$ cat src/rtl/pwr_seq_pkg.sv
package pwr_seq_pkg;

  typedef enum logic [4:0] {
    ST_SHUTDOWN = 5'h00,
    ST_INIT_A   = 5'h01,
    ST_OFF      = 5'h02,
    ST_INIT_B   = 5'h03,
    ST_UP_1V1   = 5'h04,
    ST_UP_1V8   = 5'h05,
    ST_UP_3V3   = 5'h06,
    ST_RST_REL  = 5'h07,
    ST_STANDBY  = 5'h08,
    ST_MIR_OFS  = 5'h09,
    ST_MIR_BIAS = 5'h0A,
    ST_MIR_RST  = 5'h0B,
    ST_DISP_RDY = 5'h0C,
    ST_DISP_ON  = 5'h0D,
    ST_PARK     = 5'h0E,
    ST_BR_OFF   = 5'h0F,
    ST_OFS_OFF  = 5'h10,
    ST_DSCHG    = 5'h11
  } pstate_e;

  typedef enum logic [2:0] {
    CZ_POWER_ON = 3'd0,
    CZ_PON_LOW  = 3'd1,
    CZ_WD1      = 3'd2,
    CZ_WD2      = 3'd3,
    CZ_OVERTEMP = 3'd4,
    CZ_SW_CYCLE = 3'd5
  } cause_e;

  // fault request vector, index = priority (0 wins)
  localparam int unsigned N_FAULT = 5;
  // control output vector width
  localparam int unsigned N_CTL = 9;

endpackage

$ cat src/rtl/pwr_seq_fault_arb.sv
module pwr_seq_fault_arb
  import pwr_seq_pkg::*;
(
  input  logic [N_FAULT-1:0] req,
  output logic               any,
  output cause_e             cause
);

  function automatic cause_e code_of(input int idx);
    case (idx)
      0:       code_of = CZ_OVERTEMP;
      1:       code_of = CZ_WD1;
      2:       code_of = CZ_WD2;
      3:       code_of = CZ_SW_CYCLE;
      4:       code_of = CZ_PON_LOW;
      default: code_of = CZ_POWER_ON;
    endcase
  endfunction

  always_comb begin
    any   = |req;
    cause = CZ_POWER_ON;
    for (int i = N_FAULT - 1; i >= 0; i--) begin
      if (req[i]) cause = code_of(i);
    end
  end

  // over-temperature can never be outranked
  always_comb begin
    if (req[0] == 1'b1) begin
      assert_ot_first_R7: assert (cause == CZ_OVERTEMP);
    end
  end

endmodule

$ cat src/rtl/pwr_seq_wait_tmr.sv
module pwr_seq_wait_tmr #(
  parameter int unsigned TMO_CYC = 64
) (
  input  logic clk,
  input  logic rst_n,
  input  logic run,
  input  logic clr,
  output logic expired
);

  localparam int unsigned CW = $clog2(TMO_CYC + 1);
  localparam logic [CW-1:0] LAST = CW'(TMO_CYC - 1);

  logic [CW-1:0] cnt_q;
  logic          cnt_en;

  assign expired = run && (cnt_q == LAST);
  assign cnt_en  = clr || (run && !expired);

  always_ff @(posedge clk or negedge rst_n) begin
    if (!rst_n) begin
      cnt_q <= '0;
    end else if (cnt_en) begin
      cnt_q <= clr ? '0 : cnt_q + 1'b1;
    end
  end

  assert_cnt_bound_R10: assert property (@(posedge clk) disable iff (!rst_n)
    cnt_q <= LAST);

  assert_expire_only_waiting_R10: assert property (@(posedge clk) disable iff (!rst_n)
    expired |-> run);

endmodule

$ cat src/rtl/pwr_seq_out_dec.sv
module pwr_seq_out_dec
  import pwr_seq_pkg::*;
(
  input  logic [4:0]       st,
  output logic [N_CTL-1:0] ctl
);

  // bit order: 1v1, 1v8, 3v3, rst_rel, ofs, bias, vrst, park, dschg
  localparam logic [4:0] LO [N_CTL] = '{5'h04, 5'h05, 5'h06, 5'h07, 5'h09,
                                        5'h0A, 5'h0B, 5'h0E, 5'h11};
  localparam logic [4:0] HI [N_CTL] = '{5'h11, 5'h11, 5'h11, 5'h11, 5'h0F,
                                        5'h0E, 5'h0E, 5'h0E, 5'h11};

  for (genvar g = 0; g < N_CTL; g++) begin : g_span
    assign ctl[g] = (st >= LO[g]) && (st <= HI[g]);
  end

  always_comb begin
    if (ctl[6] == 1'b1) begin
      assert_mirror_nest_R6: assert (ctl[5] && ctl[4]);
    end
    if (ctl[8] == 1'b1) begin
      assert_dschg_quiet_R6: assert (!ctl[4] && !ctl[5] && !ctl[6]);
    end
  end

endmodule

$ cat src/rtl/pwr_seq_ctrl.sv
module pwr_seq_ctrl
  import pwr_seq_pkg::*;
#(
  parameter int unsigned TMO_CYC = 64
) (
  input  logic       clk,
  input  logic       rst_n,
  input  logic       proj_on,
  input  logic       disp_req,
  input  logic       pg_1v1,
  input  logic       pg_1v8,
  input  logic       pg_3v3,
  input  logic       pg_ofs,
  input  logic       pg_bias,
  input  logic       pg_vrst,
  input  logic       park_done,
  input  logic       dschg_done,
  input  logic       wd1_err,
  input  logic       wd2_err,
  input  logic       ot_err,
  input  logic       ot_warn,
  input  logic       sw_cycle,
  output logic       en_1v1,
  output logic       en_1v8,
  output logic       en_3v3,
  output logic       array_rst_n,
  output logic       en_ofs,
  output logic       en_bias,
  output logic       en_vrst,
  output logic       park_go,
  output logic       dschg_go,
  output logic [4:0] state_code,
  output logic [2:0] last_cause,
  output logic       state_chg,
  output logic       pg_timeout,
  output logic       mirror_fault,
  output logic       ot_warn_flag
);

  // reset: asserted at once, released after two clock edges
  logic [1:0] rsync_q;
  logic       rst_i_n;

  always_ff @(posedge clk or negedge rst_n) begin
    if (!rst_n) rsync_q <= 2'b00;
    else        rsync_q <= {rsync_q[0], 1'b1};
  end
  assign rst_i_n = rsync_q[1];

  pstate_e state_q, state_d;
  cause_e  cause_q, flt_cause;
  logic    cause_en;
  logic    fshut_q, fshut_d;
  logic    tmo_q, tmo_d;
  logic    mf_q, mf_d;
  logic    chg_q, warn_q;
  logic    flt_any;
  logic    in_up, in_mir, in_down;
  logic    wait_st, pg_ok, mir_lost, tmo_hit;
  logic [N_FAULT-1:0] flt_req;
  logic [N_CTL-1:0]   ctl;

  assign flt_req = {!proj_on, sw_cycle, wd2_err, wd1_err, ot_err};

  pwr_seq_fault_arb u_arb (
    .req   (flt_req),
    .any   (flt_any),
    .cause (flt_cause)
  );

  pwr_seq_wait_tmr #(.TMO_CYC(TMO_CYC)) u_tmr (
    .clk     (clk),
    .rst_n   (rst_i_n),
    .run     (wait_st),
    .clr     (state_d != state_q),
    .expired (tmo_hit)
  );

  pwr_seq_out_dec u_dec (
    .st  (state_q),
    .ctl (ctl)
  );

  assign in_up   = (state_q >= ST_INIT_B)  && (state_q <= ST_STANDBY);
  assign in_mir  = (state_q >= ST_MIR_OFS) && (state_q <= ST_DISP_ON);
  assign in_down = (state_q >= ST_PARK)    && (state_q <= ST_DSCHG);

  // handshake awaited by the current rail stage
  always_comb begin
    wait_st = 1'b1;
    pg_ok   = 1'b1;
    case (state_q)
      ST_UP_1V1:   pg_ok = pg_1v1;
      ST_UP_1V8:   pg_ok = pg_1v8;
      ST_UP_3V3:   pg_ok = pg_3v3;
      ST_MIR_OFS:  pg_ok = pg_ofs;
      ST_MIR_BIAS: pg_ok = pg_bias;
      ST_MIR_RST:  pg_ok = pg_vrst;
      default:     wait_st = 1'b0;
    endcase
  end

  // power-good lost on a mirror rail that is already up
  always_comb begin
    case (state_q)
      ST_MIR_BIAS:             mir_lost = !pg_ofs;
      ST_MIR_RST:              mir_lost = !(pg_ofs && pg_bias);
      ST_DISP_RDY, ST_DISP_ON: mir_lost = !(pg_ofs && pg_bias && pg_vrst);
      default:                 mir_lost = 1'b0;
    endcase
  end

  always_comb begin
    state_d  = state_q;
    fshut_d  = fshut_q;
    tmo_d    = tmo_q;
    mf_d     = mf_q;
    cause_en = 1'b0;

    if (flt_any && in_up) cause_en = 1'b1;
    if (flt_any && (in_mir || in_down)) begin
      cause_en = !fshut_q;
      fshut_d  = 1'b1;
    end

    case (state_q)
      ST_SHUTDOWN: state_d = ST_INIT_A;
      ST_INIT_A:   state_d = ST_OFF;
      ST_OFF: begin
        fshut_d = 1'b0;
        if (!flt_any) state_d = ST_INIT_B;
      end
      ST_INIT_B: begin
        tmo_d   = 1'b0;
        mf_d    = 1'b0;
        state_d = ST_UP_1V1;
      end
      ST_UP_1V1, ST_UP_1V8, ST_UP_3V3: begin
        if (pg_ok) begin
          state_d = pstate_e'(state_q + 5'd1);
        end else if (tmo_hit) begin
          tmo_d   = 1'b1;
          state_d = ST_OFF;
        end
      end
      ST_RST_REL: state_d = ST_STANDBY;
      ST_STANDBY: if (disp_req) state_d = ST_MIR_OFS;
      ST_MIR_OFS, ST_MIR_BIAS, ST_MIR_RST: begin
        if (mir_lost) begin
          mf_d    = 1'b1;
          fshut_d = 1'b1;
          state_d = ST_PARK;
        end else if (pg_ok) begin
          state_d = pstate_e'(state_q + 5'd1);
        end else if (tmo_hit) begin
          tmo_d   = 1'b1;
          mf_d    = 1'b1;
          fshut_d = 1'b1;
          state_d = ST_PARK;
        end
      end
      ST_DISP_RDY: begin
        if (mir_lost) begin
          mf_d    = 1'b1;
          fshut_d = 1'b1;
          state_d = ST_PARK;
        end else begin
          state_d = ST_DISP_ON;
        end
      end
      ST_DISP_ON: begin
        if (mir_lost) begin
          mf_d    = 1'b1;
          fshut_d = 1'b1;
          state_d = ST_PARK;
        end else if (!disp_req) begin
          state_d = ST_PARK;
        end
      end
      ST_PARK:    if (park_done) state_d = ST_BR_OFF;
      ST_BR_OFF:  state_d = ST_OFS_OFF;
      ST_OFS_OFF: state_d = ST_DSCHG;
      ST_DSCHG:   if (dschg_done) state_d = fshut_d ? ST_OFF : ST_STANDBY;
      default:    state_d = ST_SHUTDOWN;
    endcase

    // external faults override the normal order
    if (flt_any && in_up)  state_d = ST_OFF;
    if (flt_any && in_mir) state_d = ST_PARK;
  end

  always_ff @(posedge clk or negedge rst_i_n) begin
    if (!rst_i_n) begin
      state_q <= ST_SHUTDOWN;
      fshut_q <= 1'b0;
      tmo_q   <= 1'b0;
      mf_q    <= 1'b0;
      chg_q   <= 1'b0;
      warn_q  <= 1'b0;
    end else begin
      state_q <= state_d;
      fshut_q <= fshut_d;
      tmo_q   <= tmo_d;
      mf_q    <= mf_d;
      chg_q   <= (state_d != state_q);
      warn_q  <= ot_warn;
    end
  end

  always_ff @(posedge clk or negedge rst_i_n) begin
    if (!rst_i_n)      cause_q <= CZ_POWER_ON;
    else if (cause_en) cause_q <= flt_cause;
  end

  assign {dschg_go, park_go, en_vrst, en_bias, en_ofs,
          array_rst_n, en_3v3, en_1v8, en_1v1} = ctl;
  assign state_code   = state_q;
  assign last_cause   = cause_q;
  assign state_chg    = chg_q;
  assign pg_timeout   = tmo_q;
  assign mirror_fault = mf_q;
  assign ot_warn_flag = warn_q;

  assert_chg_pulse_R12: assert property (@(posedge clk) disable iff (!rst_i_n)
    chg_q |-> (state_q != $past(state_q)));

  assert_down_chain_R5: assert property (@(posedge clk) disable iff (!rst_i_n)
    (state_q == ST_BR_OFF) |=> (state_q == ST_OFS_OFF));

  assert_ot_parks_R8: assert property (@(posedge clk) disable iff (!rst_i_n)
    (ot_err && in_mir) |=> (state_q == ST_PARK));

  assert_up_fault_off_R8: assert property (@(posedge clk) disable iff (!rst_i_n)
    (flt_any && in_up) |=> (state_q == ST_OFF));

  assert_late_fault_off_R9: assert property (@(posedge clk) disable iff (!rst_i_n)
    (state_q == ST_DSCHG && dschg_done && fshut_q) |=> (state_q == ST_OFF));

  assert_cause_legal_R7: assert property (@(posedge clk) disable iff (!rst_i_n)
    cause_q <= CZ_SW_CYCLE);

endmodule

$ cat config.mk
export PLATFORM = sky130hd
export DESIGN_NAME = pwr_seq_ctrl
export DESIGN_NICKNAME = d
export VERILOG_FILES = /design/src/rtl/pwr_seq_pkg.sv /design/src/rtl/pwr_seq_fault_arb.sv /design/src/rtl/pwr_seq_wait_tmr.sv /design/src/rtl/pwr_seq_out_dec.sv /design/src/rtl/pwr_seq_ctrl.sv
export SDC_FILE = /design/constraint.sdc
export NUM_CORES = 1
export LEC_CHECK = 0
export BUFFER_PORTS_ARGS = -buffer_cell sky130_fd_sc_hd__buf_2
export CORE_ASPECT_RATIO = 0.5
export CORE_MARGIN = 8
export CORE_UTILIZATION = 56
export CTS_CLUSTER_SIZE = 10
export DETAILED_ROUTE_END_ITERATION = 7
export PLACE_DENSITY = 0.81
export SYNTH_ARGS = -nofsm -noshare
export SYNTH_HDL_FRONTEND = slang
export SYNTH_SLANG_ARGS = --single-unit
$ cat constraint.sdc
create_clock -name clk -period 2.4 [get_ports clk]
set_input_delay 0.36 -clock clk [delete_from_list [all_inputs] [get_ports clk]]
set_output_delay 0.36 -clock clk [all_outputs]
set_load 0.02 [all_outputs]
# Yosys cells after proc, flatten, opt, wreduce, memory -nomap -nowiden
# Index checks and enable logic that the tools add are counted.
# word_totals
ff_bits	22
word_cells	128
output_inout_bits	21
in_bits	17
# classes
addsub	2
eq_ne	23
n_mux	42
reduce_logical	37
order_cmp	15
# ops
op	count
5-bit one-hot mux with 14 select lines	1
5-bit two-way mux	13
5-bit by 4-bit equality test with 1-bit output, second input constant	8
5-bit by 3-bit equality test with 1-bit output, second input constant	4
5-bit by 3-bit greater-or-equal comparator with 1-bit output, second input constant	4
5-bit by 4-bit greater-or-equal comparator with 1-bit output, second input constant	4
5-bit by 4-bit <= comparator with 1-bit output, second input constant	4
1-bit logical AND	19
1-bit two-way mux	16
3-bit two-way mux	4
1-bit one-hot mux with 3 select lines	4
5-bit by 2-bit equality test with 1-bit output, second input constant	2
5-bit equality test, second input constant	2
7-bit by 1-bit adder with 7-bit output, second input constant	1
7-bit by 6-bit equality test with 1-bit output, second input constant	1
7-bit two-way mux	1
1-bit logical NOT	6
1-bit one-hot mux with 6 select lines	1
3-bit nonzero test	2
3-bit OR reduction	2
6-bit OR reduction	1
5-bit by 1-bit adder with 5-bit output, second input constant	1
5-bit by 1-bit equality test with 1-bit output, second input constant	1
5-bit by 2-bit greater-or-equal comparator with 1-bit output, second input constant	1
15 further kinds	16

# Logic depth before layout (Yosys ltp)
# Gate-level depths: netlist (run 1).
# depth
word_depth	12
depth_mapped	11
ltp_nobuf	9

# Cells and area by module
# A second synthesis (run 1) with hierarchy kept.
# unflattened
hier_cells	253
hier_area_um2	2200.9
# modules_own_cells
mod	cells_per_inst	area_per_inst_um2	instances
pwr_seq_ctrl	187	1651.6	1
pwr_seq_wait_tmr	39	390.4	1
pwr_seq_out_dec	20	122.6	1
pwr_seq_fault_arb	7	36.3	1

# Worst setup path after synthesis (run 1)
# No wires, ideal clock.
# synth_timing
path_type	register -> register
from	register state_q[0], in the netlist state_code[0]
to	register chg_q, in the netlist state_chg
path_buffers	3
path_stages_with_launch	12
setup_ns	0.131
slack_ns	-0.990
arrival_ns	3.259
cell_sequence	dfrtp_1 clkbuf_1 clkbuf_1 inv_1 ha_1 a32oi_1 and4_4 buf_6 a311oi_1 or4_4 xnor2_4 or3_1
# synth_between
elab_chain_len	11
word_cells_on_any_way	58
cone_classes	1 x add/sub; 6 x order compare; 18 x eq/ne; 20 x mux; 13 x reduce/logical
# synth_rtl
element	line	source
start, declared	pwr_seq_ctrl.sv:50	pstate_e state_q, state_d;
start signal, assigned	pwr_seq_ctrl.sv:201	state_q <= state_d;
5-bit by 4-bit greater-or-equal comparator with 1-bit output, or another cell as far along	pwr_seq_ctrl.sv:85	assign in_mir = (state_q >= ST_MIR_OFS) && (state_q <= ST_DISP_ON);
1-bit logical AND, or another cell as far along	pwr_seq_ctrl.sv:85	
1-bit logical OR / 1-bit two-way mux (equally long branches)	pwr_seq_ctrl.sv:121, pwr_seq_ctrl.sv:92	
1-bit logical AND, on equally long branches	pwr_seq_ctrl.sv:121, pwr_seq_wait_tmr.sv:17	
1-bit two-way mux / 5-bit two-way mux (equally long branches)	pwr_seq_ctrl.sv:121, pwr_seq_ctrl.sv:155	
4-bit two-way mux / 5-bit two-way mux (equally long branches)	pwr_seq_ctrl.sv:183, pwr_seq_ctrl.sv:153	
5-bit two-way mux, on equally long branches	pwr_seq_ctrl.sv:183, pwr_seq_ctrl.sv:149	
5-bit one-hot mux with 14 select lines	pwr_seq_ctrl.sv:126	case (state_q)
5-bit two-way mux	pwr_seq_ctrl.sv:188	if (flt_any && in_up) state_d = ST_OFF;
5-bit two-way mux *	pwr_seq_ctrl.sv:189	if (flt_any && in_mir) state_d = ST_PARK;
named net state_d[1]	pwr_seq_ctrl.sv:50	
5-bit inequality test *	n/a	
named net u_tmr.clr	pwr_seq_wait_tmr.sv:7	input logic clr,
end signal, assigned	pwr_seq_ctrl.sv:205	chg_q <= (state_d != state_q);
end, declared	pwr_seq_ctrl.sv:56	logic chg_q, warn_q;
# Mark *: on every way through the listed nets, which the timed path passes. The rest lies on a longest branch.
# A chain may end at the register's enable or synchronous reset.

# Final worst setup path (run 1)
# layout_timing
from	register state_q[0], in the netlist state_code[0]
to	register u_tmr.cnt_q[5]
# layout_between
elab_chain_len	12
word_cells_on_any_way	62
cone_classes	1 x add/sub; 6 x order compare; 18 x eq/ne; 21 x mux; 16 x reduce/logical
# layout_rtl
element	line	source
5-bit by 4-bit greater-or-equal comparator with 1-bit output, or another cell as far along	pwr_seq_ctrl.sv:85	
1-bit logical AND, or another cell as far along	pwr_seq_ctrl.sv:85	
1-bit logical OR / 1-bit two-way mux (equally long branches)	pwr_seq_ctrl.sv:121, pwr_seq_ctrl.sv:92	
1-bit logical AND, on equally long branches	pwr_seq_ctrl.sv:121, pwr_seq_wait_tmr.sv:17	
1-bit two-way mux / 5-bit two-way mux (equally long branches)	pwr_seq_ctrl.sv:121, pwr_seq_ctrl.sv:155	
4-bit two-way mux / 5-bit two-way mux (equally long branches)	pwr_seq_ctrl.sv:183, pwr_seq_ctrl.sv:153	
5-bit two-way mux, on equally long branches	pwr_seq_ctrl.sv:183, pwr_seq_ctrl.sv:149	
5-bit one-hot mux with 14 select lines	pwr_seq_ctrl.sv:126	
5-bit two-way mux	pwr_seq_ctrl.sv:188	
5-bit two-way mux	pwr_seq_ctrl.sv:189	
5-bit inequality test	pwr_seq_ctrl.sv:75	.clr (state_d != state_q),
7-bit two-way mux / 1-bit logical OR (equally long branches)	pwr_seq_wait_tmr.sv:24, pwr_seq_wait_tmr.sv:18	
end signal, assigned	pwr_seq_wait_tmr.sv:24	cnt_q <= clr ? '0 : cnt_q + 1'b1;
end, declared	pwr_seq_wait_tmr.sv:14	logic [CW-1:0] cnt_q;
# Parallel ways exist; a longest one is shown, timed or not.

==> impl_metrics.py, run 1 <==
metrics = {
    "global_route": {
        "antenna_found_initial": 2,
        "grt_overflow": 0,
        "grt_usage_pct": 28.52,
        "grt_first_pass_wirelength_um": 13090,
        "grt_start_max_net_pins": 21,
        "grt_pass1_vias": 2509,
    },
    "run_status": {
        "violations": "design-rule violations, negative setup slack",
        "status": "complete, but fails checks",
    },
    "floorplanning": {
        "die-area_mm2": 0.005817,
        "rows": 15,
        "die_h_um": 58.08,
        "coreArea_mm2": 0.003416,
        "ios": 38,
        "start_util_pct": 58.06,
        "die_w_um": 100.2,
    },
    "timing": {
        "fin_ws_ns": -0.5759,
        "tightest_slew_ns": 0.8646,
        "max_freq_mhz": 336.0,
        "finClkSkew_ns": 0.01376,
        "setup_viol": 22,
        "rsz0062_at_grt": "true",
        "whs_ns": 0.1816,
        "final_max_slew_viol_count": 0,
        "finalCritPeriodShare_pct": 124.0,
        "relSlewSlack_pct": 42.36,
        "finalHoldViolCount": 0,
        "fin_crit_ns": 2.976,
    },
    "pwr": {
        "vdd_ir_drop_max_v": 0.001031,
        "powerDensity_mw_per_mm2": 1531,
        "p_leak_nw": 1.425,
    },
    "drt": {
        "firstDrtPassIters": 8,
        "wl_um": 11760,
        "antenna_left": 0,
        "drc": 6,
        "vias": 3073,
        "routedWlPerCell_um": 29.33,
        "drt_iter0_drc": 702,
        "viasPerCell": 7.663,
    },
    "setup_path": {
        "critPathArrivalTime_ns": 3.17,
        "reg2reg_slack_ns": -0.58,
        "startpoint": "state_code[0]",
        "cp_max_fo": 7,
        "cp-end-kind": "flop",
        "cp.required_ns": 2.59,
        "worstReg2RegStart": "state_code[0]",
        "criticalPathCategory": "reg2reg",
        "cp-start-kind": "flop",
    },
    "synth": {
        "yosys_warnings": 0,
        "syn_nets": 264,
        "postSynthCellCount": 241,
        "async_flop_share_pct": 100.0,
        "ys_seq_area_share_pct": 27.76,
        "yosysTopAreaCellShare_pct": 27.76,
        "synthTopCellsByArea": "dfrtp_1 (28%), nand2_1 (4.2%), ha_1 (3.8%), a21oi_1 (3.0%), o21ai_0 (3.0%)",
        "synth-edff-count": 0,
        "ys_types": 67,
        "yosys.area.top_type": "dfrtp_1",
        "synthesis.area_mm2": 0.001983,
        "syn_avg_cell_area_um2": 8.229,
        "synth_ff_type": "dfrtp_1",
        "synth_seq_cells": 22,
    },
    "placement": {
        "hpwl_um": 5495,
        "pre_cts_ws_ns": -0.4475,
        "io_buffers": 37,
        "gp_congestion": 0.9979,
    },
    "clock_tree": {
        "worst_skew_pair.late_latency_ns": 0.29,
        "numCtsBuffers": 3,
        "cts_tree": "yes",
        "cts.path.max_buffers": 2,
        "clkSinkCount": 22,
        "clk_pin_slew_ns": 0.09,
        "htreeDepth": 1,
        "cts-root-buf": "clkbuf_8",
    },
    "final_layout": {
        "final_cell_mix": "buf_4 (69), buf_2 (36), nand2_1 (22)",
        "drive_gt1_share_pct": 52.44,
        "nets": 373,
        "final_common_cell": "buf_4",
        "utilization_pct": 96.23,
        "area_delta_synth_final_pct": 65.74,
    },
    "min_path": {
        "hold_class": "in2reg",
        "hp-start": "ot_warn",
    },
    "flow_run": {
        "drv_cap": 0,
    },
}
## power breakdown
group | total, mW | internal [mW] | leakage, nW | switching, mW
Combinational | 4.09 | 1.82 | 1.11 | 2.27
Sequential | 0.577 | 0.462 | 0.275 | 0.115
Clock | 0.368 | 0.224 | 0.0357 | 0.145
Total | 5.03 | 2.51 | 1.42 | 2.53
## area by class of cell
cell class	instances	area, µm²
Multi-Input combinational cell	196	1687
Sequential cell	22	556.8
Inverter	11	51.30
Antenna cell	1	2.502
Timing Repair Buffer	116	854.6
Clock inverter	1	30.03
Fill cell	72	128.9
Tap cell	51	63.81
Clock buffer	3	41.29
## critical path: stages, from the launching register on
cell and delay [ns]:
dfrtp_2 0.50, ha_2 0.27, buf_4 0.17, o31a_1 0.44, buf_4 0.22, nor3b_4 0.24
o211ai_1 0.26, nand3_2 0.17, o2111ai_4 0.15, buf_12 0.18, nor4_2 0.27
## stage by stage
stage | TNS [ns] | area [µm²] | instances | power (mW)
after floorplan | -2.134 | 2125 | 241 | 2.198
after global placement | -2.398 | 2771 | 380 | 3.277
after detailed placement | -3.228 | 2771 | 380 | 3.342
after CTS | -2.256 | 3018 | 390 | 4.010
after global routing | -7.779 | 3287 | 401 | 5.222
final | -5.782 | 3287 | 401 | 5.034
## Yosys cell counts (all sizes together), types with 2 or more instances
master,number
a211o,2
a211oi,3
a21oi,12
a311oi,3
a31oi,3
a41oi,2
and2,2
and3,2
buf,5
clkbuf,8
dfrtp,22
ha,6
inv,11
mux2,2
mux2i,4
nand2,22
nand2b,6
nand3,10
nand3b,4
nand4,2
nor2,16
nor2b,4
nor3,4
nor3b,5
nor4,7
nor4b,4
o211ai,6
o21ai,15
o22a,2
o311ai,2
o31a,2
o31ai,3
or2,3
or3,5
or3b,2
or4,2
or4b,2
xnor2,3
xor2,4
## layer usage
metal	global-route usage, %	part of all wire (%)	up-vias	wire (µm)
met4	13.40	10	2	1231
met3	6.325	17	168	1947
met5	0	0.13	-	15
met1	35.29	32	1337	3761
li1	-	-	1132	-
met2	46.42	41	434	4805
## sequential cells by signal, summed over array words and instances (netlist names)
| register | flops |
|---|---|
| u_tmr.cnt_q | 7 |
| fshut_q | 1 |
| last_cause | 3 |
| ot_warn_flag | 1 |
| state_chg | 1 |
| rsync_q | 2 |
| state_code | 5 |
| pg_timeout | 1 |
| mirror_fault | 1 |
## worst paths after layout
check | to | cells past startpoint
max in group asynchronous | state_code[1] | 0
hold / removal | ot_warn_flag | 1
setup / recovery | u_tmr.cnt_q[5] | 10
setup reg to reg | u_tmr.cnt_q[5] | 10
min in group asynchronous | pg_timeout | 0
hold reg to reg | pg_timeout | 0
## timing repair
action                                  in CTS  in global routing
gates cloned                                 0                  1
buffers inserted                             5                  9
endpoints found under the setup margin       8                 15
endpoints found under the hold margin        2                  0
hold buffers                                 1                  0
pin swaps                                    8                 13
gates resized for setup                     24                 35
## logic make-up after synthesis
family          Yosys count  share of synthesized area, %
compound gates           68                         24.17
xor+xnor                  7                         4.038
fa+ha+maj                 6                         3.785
buf+inv                  24                         5.174
flops                    22                         27.76
mux                       6                         3.155
other cells               1                        0.1891
simple gates            107                         31.73
No activity file was read; power rests on OpenSTA's default activity.
==> inputs of run 2 (changes only) <==
Settings changed: ABC_AREA from default to 1, PLACE_DENSITY 0.81 to 0.8.
==> impl_metrics.py, run 2 <==
metrics = {
    "min_path": {
        "hold_class": "in2reg",
        "holdPathEnd": "ot_warn_flag",
        "hp-start": "ot_warn",
        "hold_depth": 1,
    },
    "clock_tree": {
        "cts_tree": "yes",
        "worst_skew_pair.late_latency_ns": 0.26,
        "cts.path.max_buffers": 2,
        "numCtsBuffers": 3,
        "clk_pin_slew_ns": 0.08,
        "clkSinkCount": 22,
        "htreeDepth": 1,
        "cts-root-buf": "clkbuf_8",
    },
    "synth": {
        "synth_ff_type": "dfrtp_1",
        "synth-edff-count": 0,
        "synth-simple-area-share_pct": 45.70,
        "synth_common_cells": "nand2_1 (64), inv_1 (33), nor2_1 (30), dfrtp_1 (22), nand3_1 (22)",
        "yosys.area.top_type": "dfrtp_1",
        "synthesis.area_mm2": 0.002108,
        "muxShareOfSynthArea_pct": 1.009,
        "synth_fa_ha_area_share_pct": 3.561,
        "yosysMostFrequentCell": "nand2_1",
        "synth_seq_cells": 22,
        "yosysTopAreaCellShare_pct": 26.11,
        "yosys_warnings": 0,
        "postSynthCellCount": 291,
        "ys_types": 41,
        "synth_top_family_by_area": "simple AND/OR/NAND/NOR gates",
        "ys_seq_area_share_pct": 26.11,
        "synth-xor-area-share_pct": 2.493,
        "syn_nets": 314,
        "syn_avg_cell_area_um2": 7.245,
        "async_flop_share_pct": 100.0,
        "synthTopCellsByArea": "dfrtp_1 (26%), nand2_1 (11%), inv_1 (5.9%), nor2_1 (5.3%), nand3_1 (5.2%)",
        "synth_compound_area_share_pct": 10.45,
    },
    "timing": {
        "final_max_slew_viol_count": 0,
        "whs_ns": 0.2103,
        "rsz0062_at_grt": "true",
        "tightest_slew_ns": 0.8480,
        "max_freq_mhz": 422.4,
        "finalCritPeriodShare_pct": 98.64,
        "finClkSkew_ns": 0.01126,
        "setup_viol": 0,
        "finalHoldViolCount": 0,
        "relSlewSlack_pct": 43.47,
        "fin_crit_ns": 2.367,
    },
    "global_route": {
        "grt_usage_pct": 22.67,
        "antenna_found_initial": 0,
        "grt_first_pass_wirelength_um": 10820,
        "grt_pass1_vias": 2311,
        "grt_overflow": 0,
        "grt_start_max_net_pins": 21,
    },
    "floorplanning": {
        "ios": 38,
        "coreArea_mm2": 0.003528,
        "die_w_um": 102.8,
        "start_util_pct": 59.75,
        "die_h_um": 59.39,
        "die-area_mm2": 0.006103,
        "rows": 15,
    },
    "setup_path": {
        "cp_max_fo": 8,
        "cp-start-kind": "flop",
        "worstReg2RegStart": "state_code[1]",
        "cp.required_ns": 2.60,
        "critPathArrivalTime_ns": 2.57,
        "reg2reg_slack_ns": 0.03,
        "r2r-end": "u_tmr.cnt_q[6]",
        "worst-r2r-cell-count": 18,
        "criticalPathCategory": "reg2reg",
        "cp-end-kind": "flop",
    },
    "placement": {
        "place_inst": 415,
        "gp_congestion": 0.9614,
        "hpwl_um": 5476,
        "io_buffers": 37,
    },
    "pwr": {
        "vdd_ir_drop_max_v": 0.0007627,
        "p_total_mw": 4.121,
        "p_leak_nw": 1.477,
        "powerDensity_mw_per_mm2": 1419,
    },
    "drt": {
        "firstDrtPassIters": 6,
        "routedWlPerCell_um": 16.18,
        "wl_um": 6973,
        "viasPerCell": 5.555,
        "drc": 0,
        "antenna_left": 0,
        "drt_iter0_drc": 132,
        "vias": 2394,
    },
    "final_layout": {
        "fill_cells": 255,
        "stdcell_count": 431,
        "insertedDiodeCount": 0,
        "final_common_cell": "nand2_1",
        "largest_register_ffs": 7,
        "drive_gt1_share_pct": 47.11,
        "regArea_um2": 556.8,
        "regMostFlops": "u_tmr.cnt_q",
        "area_delta_synth_final_pct": 37.80,
        "multi_input_area_mm2": 0.001468,
        "final_cell_mix": "nand2_1 (55), buf_4 (52), buf_2 (37)",
        "nets": 405,
    },
    "run_status": {
        "status": "finished clean",
    },
    "flow_run": {
        "drv_cap": 0,
    },
}
-- run 2: cell count changes in the layout (fill, tap and decap cells not counted), moves of 6 or more --
cell / change
nand2_1: +33
nor2_4: +6
inv_1: +25
nand4_1: +6
nand2_2: +14
nor2_2: +11
nor2_1: +13
nand3_1: +9
nand2b_1: -6
nand3_2: +10
buf_4: -17
-- run 2: layout make-up --
| type | instances | area share (%) |
|---|---|---|
| Multi-Input combinational cell | 221 | 50.52 |
| Timing Repair Buffer | 92 | 21.02 |
| Sequential cell | 22 | 19.16 |
| Inverter | 42 | 5.685 |
| Tap cell | 51 | 2.196 |
| Clock buffer | 3 | 1.421 |
-- run 2: logic make-up (layout without fill, tap and decap cells) --
group / after synthesis / in the layout
AOI/OAI and AO/OA: 34 / 34
xor gates and xnor gates: 6 / 6
adders and majority gates: 6 / 6
buffers and inverters: 48 / 137
DFF: 22 / 22
muxes: 2 / 2
other: 1 / 1
and+or+nand+nor: 172 / 172
-- run 2: layer usage --
layer | up-vias | part of all wire [%] | routed length [µm] | global-route usage, %
li1 | 1130 | - | - | -
met1 | 1115 | 42 | 2900 | 29.34
met2 | 133 | 46 | 3187 | 37.34
met3 | 16 | 11 | 766 | 5.152
met4 | 0 | 1.7 | 119 | 5.499
met5 | - | 0 | 0 | 0
-- run 2: worst max-delay path by stage --
stage	to	start	slack, ns	cells after the start
after detailed placement	u_tmr.cnt_q[6]	state_code[1]	-0.06	16
after global placement	u_tmr.cnt_q[6]	state_code[1]	0.04	17
after floorplan	u_tmr.cnt_q[6]	state_code[1]	0.03	17
final	u_tmr.cnt_q[6]	state_code[1]	0.03	18
after global routing	u_tmr.cnt_q[6]	state_code[3]	-0.15	14
after CTS	u_tmr.cnt_q[6]	state_code[0]	0.0006	15
-- run 2: worst max-delay path, stage by stage, from the launching register on --
cell	delay (ns)
dfrtp_2	0.46
inv_4	0.07
ha_4	0.18
buf_4	0.15
o211ai_4	0.17
nand2_4	0.10
nor2_8	0.20
nor2_8	0.05
nand3_2	0.09
nand2_1	0.05
nand2_1	0.05
nand2_1	0.06
nand2_1	0.07
nand2_1	0.07
nand2_1	0.10
nand2_1	0.07
nand2_2	0.07
nand3_4	0.14
nor2_2	0.15
-- run 2: through the flow --
| step | TNS, ns | instance area (µm²) | utilization (%) | worst slack [ns] |
|---|---|---|---|---|
| after global placement | 0 | 2611 | 74.01 | 0.03687 |
| after detailed placement | -0.1838 | 2611 | 74.01 | -0.05735 |
| after CTS | 0 | 2671 | 75.71 | 0.0005889 |
| after floorplan | 0 | 2108 | - | 0.03124 |
| after global routing | -1.029 | 2905 | 82.34 | -0.1484 |
| final | 0 | 2905 | 82.34 | 0.03260 |
-- run 2: repair_timing --
item                       CTS  global route
pin swaps                    0            36
resized for setup            4            36
hold buffers                 1             0
hold endpoints to repair     2             0
setup endpoints to repair    8             9
setup buffers                0            12
-- run 2: power breakdown --
part,switching (mW),total (mW),internal (mW)
Combinational,1.98,3.34,1.36
Clock,0.116,0.228,0.112
Sequential,0.0962,0.558,0.462
